===== src/rtl/spi_arm_pkg.sv =====
package spi_arm_pkg;

   typedef enum logic [1:0] {
      ST_IDLE,
      ST_SHIFT,
      ST_TAIL,
      ST_DONE
   } spi_arm_state_t;

   typedef struct packed {
      logic finished;
      logic ready;
   } spi_arm_status_t;

   localparam logic [4:0] OFS_STATUS = 5'h00;
   localparam logic [4:0] OFS_ARM    = 5'h04;
   localparam logic [4:0] OFS_TXD    = 5'h08;
   localparam logic [4:0] OFS_RXD    = 5'h0C;
   localparam logic [4:0] OFS_WAIT   = 5'h10;

endpackage


===== src/rtl/spi_arm_halfdiv.sv =====
module spi_arm_halfdiv #(
   parameter int HALF_DIV = 2
) (
   input  logic clk,
   input  logic rst_n,
   input  logic run,
   output logic tick
);
   localparam int CW = (HALF_DIV > 1) ? $clog2(HALF_DIV) : 1;
   localparam logic [CW-1:0] LAST = CW'(HALF_DIV - 1);

   logic [CW-1:0] cnt;

   assign tick = run && (cnt == LAST);

   always_ff @(posedge clk or negedge rst_n) begin
      if (!rst_n)
         cnt <= '0;
      else if (!run || tick)
         cnt <= '0;
      else
         cnt <= cnt + 1'b1;
   end
endmodule


===== src/rtl/spi_arm_core.sv =====
module spi_arm_core
   import spi_arm_pkg::*;
#(
   parameter int WORD_W   = 8,
   parameter int CPHA     = 0,
   parameter int HALF_DIV = 2
) (
   input  logic              clk,
   input  logic              rst_n,
   input  logic              arm,
   input  logic [WORD_W-1:0] tx_word,
   input  logic              miso,
   output logic              sck,
   output logic              mosi,
   output logic              cs_n,
   output spi_arm_status_t   status,
   output logic [WORD_W-1:0] rx_word
);
   localparam int EDGES = 2 * WORD_W;
   localparam int EW    = $clog2(EDGES);
   localparam logic [EW-1:0] LAST_EDGE = EW'(EDGES - 1);

   spi_arm_state_t    st;
   logic [EW-1:0]     edge_n;
   logic [WORD_W-1:0] tx_sh;
   logic [WORD_W-1:0] rx_sh;
   logic [WORD_W-1:0] rx_next;
   logic              tick;
   logic              div_run;

   assign div_run = (st == ST_SHIFT) || (st == ST_TAIL);
   assign rx_next = {rx_sh[WORD_W-2:0], miso};
   assign mosi    = tx_sh[WORD_W-1];

   assign status.ready    = (st == ST_IDLE) && !arm;
   assign status.finished = (st == ST_DONE) && arm;

   spi_arm_halfdiv #(.HALF_DIV(HALF_DIV)) u_div (
      .clk   (clk),
      .rst_n (rst_n),
      .run   (div_run),
      .tick  (tick)
   );

   always_ff @(posedge clk or negedge rst_n) begin
      if (!rst_n) begin
         st      <= ST_IDLE;
         sck     <= 1'b0;
         cs_n    <= 1'b1;
         edge_n  <= '0;
         tx_sh   <= '0;
         rx_sh   <= '0;
         rx_word <= '0;
      end else begin
         case (st)
            ST_IDLE: begin
               if (arm) begin
                  st     <= ST_SHIFT;
                  cs_n   <= 1'b0;
                  tx_sh  <= tx_word;
                  edge_n <= '0;
               end
            end
            ST_SHIFT: begin
               if (!arm) begin
                  st   <= ST_IDLE;
                  cs_n <= 1'b1;
                  sck  <= 1'b0;
               end else if (tick) begin
                  sck    <= ~sck;
                  edge_n <= edge_n + 1'b1;
                  if (!sck) begin
                     // rising edge
                     if (CPHA == 0)
                        rx_sh <= rx_next;
                     else if (edge_n != '0)
                        tx_sh <= tx_sh << 1;
                  end else begin
                     // falling edge
                     if (CPHA == 0)
                        tx_sh <= tx_sh << 1;
                     else
                        rx_sh <= rx_next;
                  end
                  if (edge_n == LAST_EDGE) begin
                     st      <= ST_TAIL;
                     rx_word <= (CPHA == 0) ? rx_sh : rx_next;
                  end
               end
            end
            ST_TAIL: begin
               if (!arm) begin
                  st   <= ST_IDLE;
                  cs_n <= 1'b1;
                  sck  <= 1'b0;
               end else if (tick) begin
                  st   <= ST_DONE;
                  cs_n <= 1'b1;
               end
            end
            default: begin
               if (!arm)
                  st <= ST_IDLE;
            end
         endcase
      end
   end
endmodule


===== src/rtl/spi_arm_regs.sv =====
module spi_arm_regs
   import spi_arm_pkg::*;
#(
   parameter int WORD_W = 8,
   parameter int ADDR_W = 5,
   parameter int DATA_W = 32
) (
   input  logic              clk,
   input  logic              rst,
   input  logic              bus_cyc,
   input  logic              bus_stb,
   input  logic              bus_we,
   input  logic [ADDR_W-1:0] bus_adr,
   input  logic [DATA_W-1:0] bus_wdat,
   output logic [DATA_W-1:0] bus_rdat,
   output logic              bus_ack,
   output logic              arm,
   output logic [WORD_W-1:0] tx_word,
   input  spi_arm_status_t   status,
   input  logic [WORD_W-1:0] rx_word
);
   localparam logic [ADDR_W-1:0] A_STATUS = ADDR_W'(OFS_STATUS);
   localparam logic [ADDR_W-1:0] A_ARM    = ADDR_W'(OFS_ARM);
   localparam logic [ADDR_W-1:0] A_TXD    = ADDR_W'(OFS_TXD);
   localparam logic [ADDR_W-1:0] A_RXD    = ADDR_W'(OFS_RXD);
   localparam logic [ADDR_W-1:0] A_WAIT   = ADDR_W'(OFS_WAIT);

   logic              req;
   logic              hold;
   logic [DATA_W-1:0] rx_ext;
   logic [DATA_W-1:0] tx_ext;
   logic [DATA_W-1:0] rd_mux;
   logic              unused_wdat;

   assign unused_wdat = ^bus_wdat;
   assign req  = bus_cyc && bus_stb && !bus_ack;
   assign hold = !bus_we && (bus_adr == A_WAIT) && (status == '0);

   generate
      if (WORD_W < DATA_W) begin : g_pad
         assign rx_ext = {{(DATA_W - WORD_W){1'b0}}, rx_word};
         assign tx_ext = {{(DATA_W - WORD_W){1'b0}}, tx_word};
      end else begin : g_full
         assign rx_ext = rx_word;
         assign tx_ext = tx_word;
      end
   endgenerate

   always_comb begin
      case (bus_adr)
         A_STATUS, A_WAIT: rd_mux = {{(DATA_W - 2){1'b0}}, status};
         A_ARM:            rd_mux = {{(DATA_W - 1){1'b0}}, arm};
         A_TXD:            rd_mux = tx_ext;
         A_RXD:            rd_mux = rx_ext;
         default:          rd_mux = '0;
      endcase
   end

   always_ff @(posedge clk or posedge rst) begin
      if (rst) begin
         bus_ack  <= 1'b0;
         bus_rdat <= '0;
         arm      <= 1'b0;
         tx_word  <= '0;
      end else begin
         bus_ack <= 1'b0;
         if (req && !hold) begin
            bus_ack <= 1'b1;
            if (bus_we) begin
               if (bus_adr == A_ARM)
                  arm <= bus_wdat[0];
               if (bus_adr == A_TXD)
                  tx_word <= bus_wdat[WORD_W-1:0];
            end else begin
               bus_rdat <= rd_mux;
            end
         end
      end
   end
endmodule


===== src/rtl/spi_arm_master.sv =====
module spi_arm_master
   import spi_arm_pkg::*;
#(
   parameter int WORD_W   = 8,
   parameter int CPHA     = 0,
   parameter int HALF_DIV = 2,
   parameter int ADDR_W   = 5,
   parameter int DATA_W   = 32
) (
   input  logic              clk,
   input  logic              rst,
   input  logic              bus_cyc,
   input  logic              bus_stb,
   input  logic              bus_we,
   input  logic [ADDR_W-1:0] bus_adr,
   input  logic [DATA_W-1:0] bus_wdat,
   output logic [DATA_W-1:0] bus_rdat,
   output logic              bus_ack,
   output logic              spi_sck,
   output logic              spi_mosi,
   input  logic              spi_miso,
   output logic              spi_cs_n
);
   generate
      if (WORD_W < 8 || WORD_W > 32) begin : g_bad_word
         $error("spi_arm_master: WORD_W must lie in 8..32");
      end
      if (CPHA != 0 && CPHA != 1) begin : g_bad_phase
         $error("spi_arm_master: CPHA must be 0 or 1");
      end
      if (HALF_DIV < 1) begin : g_bad_div
         $error("spi_arm_master: HALF_DIV must be at least 1");
      end
      if (ADDR_W < 5) begin : g_bad_addr
         $error("spi_arm_master: ADDR_W must be at least 5");
      end
      if (DATA_W < WORD_W) begin : g_bad_data
         $error("spi_arm_master: DATA_W must cover WORD_W");
      end
   endgenerate

   logic              rst_n;
   logic              arm_q;
   logic [WORD_W-1:0] tx_q;
   logic [WORD_W-1:0] rx_word;
   spi_arm_status_t   status;

   assign rst_n = ~rst;

   spi_arm_regs #(
      .WORD_W (WORD_W),
      .ADDR_W (ADDR_W),
      .DATA_W (DATA_W)
   ) u_regs (
      .clk      (clk),
      .rst      (rst),
      .bus_cyc  (bus_cyc),
      .bus_stb  (bus_stb),
      .bus_we   (bus_we),
      .bus_adr  (bus_adr),
      .bus_wdat (bus_wdat),
      .bus_rdat (bus_rdat),
      .bus_ack  (bus_ack),
      .arm      (arm_q),
      .tx_word  (tx_q),
      .status   (status),
      .rx_word  (rx_word)
   );

   spi_arm_core #(
      .WORD_W   (WORD_W),
      .CPHA     (CPHA),
      .HALF_DIV (HALF_DIV)
   ) u_core (
      .clk     (clk),
      .rst_n   (rst_n),
      .arm     (arm_q),
      .tx_word (tx_q),
      .miso    (spi_miso),
      .sck     (spi_sck),
      .mosi    (spi_mosi),
      .cs_n    (spi_cs_n),
      .status  (status),
      .rx_word (rx_word)
   );
endmodule


===== config.mk =====
export PLATFORM = sky130hd
export DESIGN_NAME = spi_arm_master
export DESIGN_NICKNAME = d
export VERILOG_FILES = /design/src/rtl/spi_arm_pkg.sv /design/src/rtl/spi_arm_halfdiv.sv /design/src/rtl/spi_arm_core.sv /design/src/rtl/spi_arm_regs.sv /design/src/rtl/spi_arm_master.sv
export SDC_FILE = /design/constraint.sdc
export NUM_CORES = 1
export LEC_CHECK = 0
export CAP_MARGIN = 30
export CORE_MARGIN = 5
export CORE_UTILIZATION = 47
export DETAILED_ROUTE_END_ITERATION = 8
export HOLD_SLACK_MARGIN = 0.06
export PLACE_DENSITY = 0.83
export SYNTH_ARGS = -nofsm -noshare
export SYNTH_HDL_FRONTEND = slang
export SYNTH_SLANG_ARGS = --single-unit

===== constraint.sdc =====
create_clock -name clk -period 3.14 [get_ports clk]
set_clock_uncertainty 0.2 [all_clocks]
set_input_delay 0.471 -clock clk [delete_from_list [all_inputs] [get_ports clk]]
set_output_delay 0.471 -clock clk [all_outputs]
set_load 0.01 [all_outputs]

==> results of run 1 <==
==> worst register-to-register path: stages, from the launching register on <==
cell and delay [ns]:
dfrtp_1 0.46, inv_1 0.11, ha_1 0.37, inv_1 0.18
a31o_2 0.29, or2_2 0.29, o311ai_0 0.28
==> sequential cells by signal, summed over array words and instances (netlist names) <==
register / cells
u_core.edge_n: 4
u_core.rx_sh: 8
u_regs.bus_ack: 1
u_core.tx_sh: 8
u_regs.tx_word: 8
u_regs.arm: 1
u_regs.bus_rdat: 8
u_core.sck: 1
u_core.rx_word: 8
u_core.cs_n: 1
u_core.u_div.cnt: 1
u_core.st: 2
==> power by group through the flow <==
stage | sequential, mW | clock (mW) | combinational, mW
after floorplan | 0.876 | 0 | 0.509
final | 0.886 | 0.489 | 0.689
after detailed placement | 0.897 | 0 | 0.677
after global routing | 0.902 | 0.532 | 0.762
after CTS | 0.886 | 0.502 | 0.693
after global placement | 0.891 | 0 | 0.655
==> path summary, 6_finish.rpt <==
check / startpoint / to / slack [ns] / cells after the start
max: bus_adr[3] / u_regs.bus_rdat[7]$_DFFE_PP0P_ / 0.75 / 5
min: u_regs.bus_ack$_DFF_PP0_ / u_regs.bus_ack$_DFF_PP0_ / 0.27 / 1
max reg2reg: u_core.st[1]$_DFFE_PP0P_ / u_core.st[0]$_DFFE_PP0P_ / 0.86 / 6
min reg2reg: u_regs.bus_ack$_DFF_PP0_ / u_regs.bus_ack$_DFF_PP0_ / 0.27 / 1
max in group asynchronous: rst / u_core.rx_word[2]$_DFFE_PP0P_ / 1.87 / 3
min in group asynchronous: rst / u_core.tx_sh[2]$_DFFE_PP0P_ / 0.44 / 3
==> layer usage <==
metal / GRT usage [%] / vias up / part of all wire, %
met5: 0 / - / 0
met4: 4.17 / 0 / 1.0
met3: 4.08 / 5 / 6.0
met2: 26.2 / 54 / 49
met1: 18.7 / 892 / 44
li1: - / 877 / -
==> cells by family (layout without fill, tap and decap cells) <==
group / count (synthesis) / after routing / synth area share [%]
multiplexers: 41 / 41 / 16.8
flip-flops: 51 / 51 / 48.5
AND/OR/NAND/NOR: 66 / 66 / 12.5
other: 1 / 24 / 0.142
buffers and inverters: 38 / 51 / 9.13
adder cells (fa/ha/maj): 6 / 6 / 2.85
AO/OA/AOI/OAI: 41 / 41 / 10.1
==> area by class of cell <==
cell class              instances  share of cell area, %
flip-flops and latches         51                   41.7
multi-input cells             178                   39.2
repair buffers                 36                   11.3
well taps                      72                   2.94
clock buffers                   6                   2.70
clock inverters                 2                   1.27
inverters                       7                  0.858
==> synthesized netlist by cell type, drive strengths merged <==
master	n
a31o	1
a2bb2oi	1
a21oi	4
nor4b	1
nand4	1
nand2	28
or2	1
a22o	2
nor4	2
o311ai	1
and4	1
nor3	3
dfrtp	50
and2	1
nor3b	1
inv	7
conb	1
o21ai	24
or4	1
and4bb	1
nor2b	3
dfstp	1
buf	27
nand4b	1
ha	6
o211ai	3
a32o	1
or3	1
o21bai	1
nand3	5
mux2	25
mux2i	16
clkbuf	4
a211oi	2
nand2b	3
o41ai	1
nor2	12
==> run_results.csv, run 1 <==
group,metric,value,unit
detailed_routing,via_per_inst,5.19,
timing,finalSetupTns,0,ns
pwr,pwr-share-clk,23.7,%
timing,setup_violations,0,
detailed_routing,drc,0,
pwr,peakVddDrop,0.307,mV
setup_path,critPathBufInv,1,
clock_tree,cts_resized,0,
timing,timing.hold.ws,0.271,ns
final_layout,layout_common_cells,"dfrtp_1, clkdlybuf4s50_1, nand2_1",
detailed_routing,num_vias,1828,
placed_design,dp_hpwl,3820,microns
clock_tree,cts_max_level,2,
clock_tree,clock_sinks,51,
yosys,syn_inst,244,
pwr,switchingPower,702,uW
setup_path,crit_path_end_kind,"register",
timing,relSlewSlack,57.2,%
yosys,synth_top_area_share,47.5,%
clock_tree,root_buffer,"clkbuf_8",
timing,maxSlewViolCount,0,
run_status,status,"complete, no violations",
setup_path,required,3.17,ns
clock_tree,clk_transition_reported_paths,0.10,ns
final_layout,final_nets,328,
detailed_routing,ant_nets,0,
setup_path,slowest_delay,0.62,ns
yosys,synth_cell_types,41,
detailed_routing,drtPass1Iterations,4,
floorplan,core_area,5470,sq um
global_routing,antenna_found_initial,0,
placed_design,dpl_cell_area,2940,sq um
yosys,yosysTopAreaCell,"dfrtp_1",
global_routing,grt_pass1_wl,8720,microns
setup_path,crit_type,"in -> reg",
clock_tree,clk_latency,0.31,ns
pwr,power_density,674,nW/um^2
yosys,synthesis.area,2630,sq um
setup_path,crit_slowest_cell,"o41ai_4",
clock_tree,cts_buffer_depth,2,
detailed_routing,post_drt_wl_per_cell,14.9,microns
detailed_routing,drt_iter0_drc,81,
yosys,avgSynthCellArea,10.8,sq um
floorplan,dieWidth,84.8,microns
flow_run,max_cap_violations,0,
timing,fin_crit_sh,76.0,%
setup_path,arrival,2.41,ns
final_layout,num-fill-cells,469,
final_layout,fin_cells,352,
timing,hold_viol,0,
final_layout,fin_area,3060,sq um
setup_path,crit_family,"compound AO/OA/AOI/OAI gates",
pwr,total_power,2.06,mW
clock_tree,cts_tree,"built",
timing,min_period,2.39,ns
yosys,yosys_warnings,0,
global_routing,grt_max_degree,52,
final_layout,syn2layout_area_growth,16.3,%
pwr,seqPwrFrac,42.9,%
final_layout,seqCellArea,1280,sq um
pwr,p_int,1.36,mW
final_layout,post-route-util,55.9,%
floorplan,initial_utilization,48.1,%
pwr,leakage,1.38,nW
placed_design,place.gp.congestion,0.789,
placed_design,post-place-cells,344,
final_layout,final_common_cell,"dfrtp_1",
pwr,switching_share,34.0,%
global_routing,grt_pass1_vias,1824,
final_layout,n_antenna_cell,0,
clock_tree,cts_buffers,5,
setup_path,crit_path_start_kind,"primary input",
timing,final.setup.worst_slack,0.754,ns
timing,rsz0062_at_grt,"no",
final_layout,multiInputGateArea,1200,sq um
detailed_routing,routed_wl,5250,microns
clock_tree,cts_hold_buf,0,
floorplan,dieArea,7200,sq um
floorplan,dieHeight,84.8,microns
timing,worst_pin_slew,0.639,ns
floorplan,ioPinCount,79,
setup_path,crit_fanout,9,
clock_tree,cts_setup_buffers,0,
setup_path,path_cells,"clkdlybuf4s50_1, or4_4, o41ai_4, nand2_1, o21ai_0",
placed_design,io_buffers,30,
pwr,combPwrFrac,33.4,%
placed_design,place_ws,0.410,ns
yosys,synth-seq-cells,51,
global_routing,gr-total-overflow,0,
worst_hold_path,hold_path.class,"reg -> reg",
global_routing,grt_use_total,15.1,%
final_layout,drive_gt1_share,16.8,%
floorplan,rows,27,
timing,fmax,419,MHz
yosys,ys_seq_area_share,48.5,%
yosys,synth.area.top_cells,"dfrtp_1, mux2_2, buf_4",
Note: power is estimated with default switching activity, not from simulation.
==> run 2, diff against run 1 <==
==> constraint.sdc (replaced) <==
create_clock -name clk -period 2.3 [get_ports clk]
set_clock_uncertainty 0.2 [all_clocks]
set_input_delay 0.345 -clock clk [delete_from_list [all_inputs] [get_ports clk]]
set_output_delay 0.345 -clock clk [all_outputs]
set_load 0.01 [all_outputs]
==> run_results.csv, run 2 (synthesis gave the netlist of run 1 again) <==
group,metric,value,unit
run_status,status,"complete, no violations",
timing,fin_crit_sh,92.3,%
floorplan,ioPinCount,79,
floorplan,dieArea,7200,sq um
placed_design,post-place-cells,348,
final_layout,syn2layout_area_growth,18.1,%
final_layout,seqCellArea,1280,sq um
timing,hold_viol,0,
setup_path,arrival,2.12,ns
pwr,peakVddDrop,0.509,mV
detailed_routing,via_per_inst,5.18,
placed_design,place.gp.congestion,0.801,
pwr,pwr-share-clk,23.6,%
clock_tree,clk_transition_reported_paths,0.10,ns
pwr,switching_share,33.7,%
final_layout,final_common_cell,"dfrtp_1",
pwr,p_int,1.88,mW
detailed_routing,drc,0,
detailed_routing,ant_nets,0,
setup_path,crit_path_start_kind,"register",
final_layout,drive_gt1_share,18.7,%
flow_run,max_cap_violations,0,
pwr,leakage,1.40,nW
setup_path,rr_endpoint,"u_core.rx_word[6]$_DFFE_PP0P_",
pwr,power_density,911,nW/um^2
timing,timing.hold.ws,0.132,ns
detailed_routing,num_vias,1843,
floorplan,rows,27,
timing,maxSlewViolCount,0,
pwr,switchingPower,954,uW
global_routing,grt_pass1_wl,8850,microns
pwr,combPwrFrac,33.6,%
setup_path,crit_path_end_kind,"register",
timing,fmax,471,MHz
timing,min_period,2.12,ns
pwr,seqPwrFrac,42.8,%
global_routing,grt_use_total,15.4,%
global_routing,antenna_found_initial,0,
clock_tree,cts_buffers,5,
global_routing,grt_pass1_vias,1874,
global_routing,gr-total-overflow,0,
setup_path,regToRegStartpoint,"u_core.st[0]$_DFFE_PP0P_",
floorplan,initial_utilization,48.1,%
setup_path,crit_fanout,10,
clock_tree,cts_max_level,2,
detailed_routing,drt_iter0_drc,122,
timing,rsz0062_at_grt,"no",
placed_design,dpl_cell_area,2980,sq um
final_layout,layout_common_cells,"dfrtp_1, clkdlybuf4s50_1, nand2_1",
final_layout,post-route-util,56.8,%
floorplan,dieWidth,84.8,microns
placed_design,io_buffers,30,
clock_tree,cts_setup_buffers,0,
setup_path,crit_type,"reg -> reg",
global_routing,grt_max_degree,35,
floorplan,core_area,5470,sq um
setup_path,rr_worst_depth,6,
final_layout,final_nets,332,
final_layout,fin_cells,356,
worst_hold_path,hold_path.class,"in -> async",
placed_design,dp_hpwl,3870,microns
timing,setup_violations,0,
clock_tree,cts_buffer_depth,2,
final_layout,multiInputGateArea,1200,sq um
detailed_routing,post_drt_wl_per_cell,14.5,microns
final_layout,num-fill-cells,466,
detailed_routing,routed_wl,5160,microns
detailed_routing,drtPass1Iterations,4,
clock_tree,clock_sinks,51,
setup_path,r2r_slack,0.18,ns
setup_path,required,2.29,ns
clock_tree,clk_latency,0.31,ns
clock_tree,cts_tree,"built",
final_layout,fin_area,3110,sq um
floorplan,dieHeight,84.8,microns
clock_tree,root_buffer,"clkbuf_8",
final_layout,n_antenna_cell,0,
==> run 2: cell count changes in the layout (fill, tap and decap cells not counted), sizes merged <==
cell  delta
buf      +4
==> run 2: worst max path at each step <==
| stage | from | endpoint | cells after the start |
|---|---|---|---|
| global placement | bus_adr[2] | u_regs.bus_rdat[6]$_DFFE_PP0P_ | 6 |
| global route | u_core.st[0]$_DFFE_PP0P_ | u_core.rx_word[6]$_DFFE_PP0P_ | 6 |
| CTS | u_core.st[1]$_DFFE_PP0P_ | u_core.rx_word[6]$_DFFE_PP0P_ | 6 |
| floorplan | u_core.st[0]$_DFFE_PP0P_ | u_core.rx_sh[0]$_DFFE_PP0P_ | 6 |
| detailed placement | bus_adr[2] | u_regs.bus_rdat[1]$_DFFE_PP0P_ | 5 |
| finish | u_core.st[0]$_DFFE_PP0P_ | u_core.rx_word[6]$_DFFE_PP0P_ | 6 |
==> run 2: critical path, stage by stage, from the launching register on <==
cell and delay, ns:
dfrtp_1 0.43, inv_1 0.11, ha_2 0.43, nand4_1 0.14, nor2_1 0.14, buf_4 0.20
mux2_2 0.35
==> run 2: what timing repair did <==
item / in CTS / in global routing
setup endpoints to repair: 0 / 18
gates resized for setup: 0 / 2
hold buffers: 0 / 0
hold endpoints to repair: 0 / 0
==> run 2: power by group through the flow <==
stage	combinational, mW	sequential (mW)	clock, mW
after CTS	0.947	1.21	0.680
after floorplan	0.695	1.20	0
final	0.950	1.21	0.669
after global routing	1.06	1.24	0.727
after global placement	0.903	1.22	0
after detailed placement	0.944	1.23	0
==> run 2: layout make-up <==
type	count	share of cell area, %
sequential	51	41.1
multi-input combinational	178	38.7
timing repair buffer	40	12.5
tap	72	2.90
clock buffer	6	2.66
clock inverter	2	1.25
inverter	7	0.845
==> run 2: layer usage <==
metal,vias up,track usage [%],share of wire (%)
li1,881,-,-
met1,888,20.1,45
met2,66,25.1,47
met3,8,3.88,6.8
met4,0,4.89,1.6
met5,-,0,0
==> run 2: stage by stage <==
stage / setup slack, ns / setup TNS [ns] / power, mW
3_3_place_gp: 0.00356 / 0 / 2.12
2_1_floorplan: 0.0989 / 0 / 1.89
6_report: 0.176 / 0 / 2.83
3_5_place_dp: -0.00880 / -0.00907 / 2.17
5_1_grt: 0.0249 / 0 / 3.03
4_1_cts: 0.0926 / 0 / 2.84
==> run 3, diff against run 2 <==
--- a/config.mk
+++ b/config.mk
@@ -11,6 +11,7 @@
 export DETAILED_ROUTE_END_ITERATION = 8
 export HOLD_SLACK_MARGIN = 0.06
 export PLACE_DENSITY = 0.83
+export SKIP_CTS_REPAIR_TIMING = 1
 export SYNTH_ARGS = -nofsm -noshare
 export SYNTH_HDL_FRONTEND = slang
 export SYNTH_SLANG_ARGS = --single-unit
==> results of run 3 <==
Final layout, timing and power as in run 2 (identical DEF).
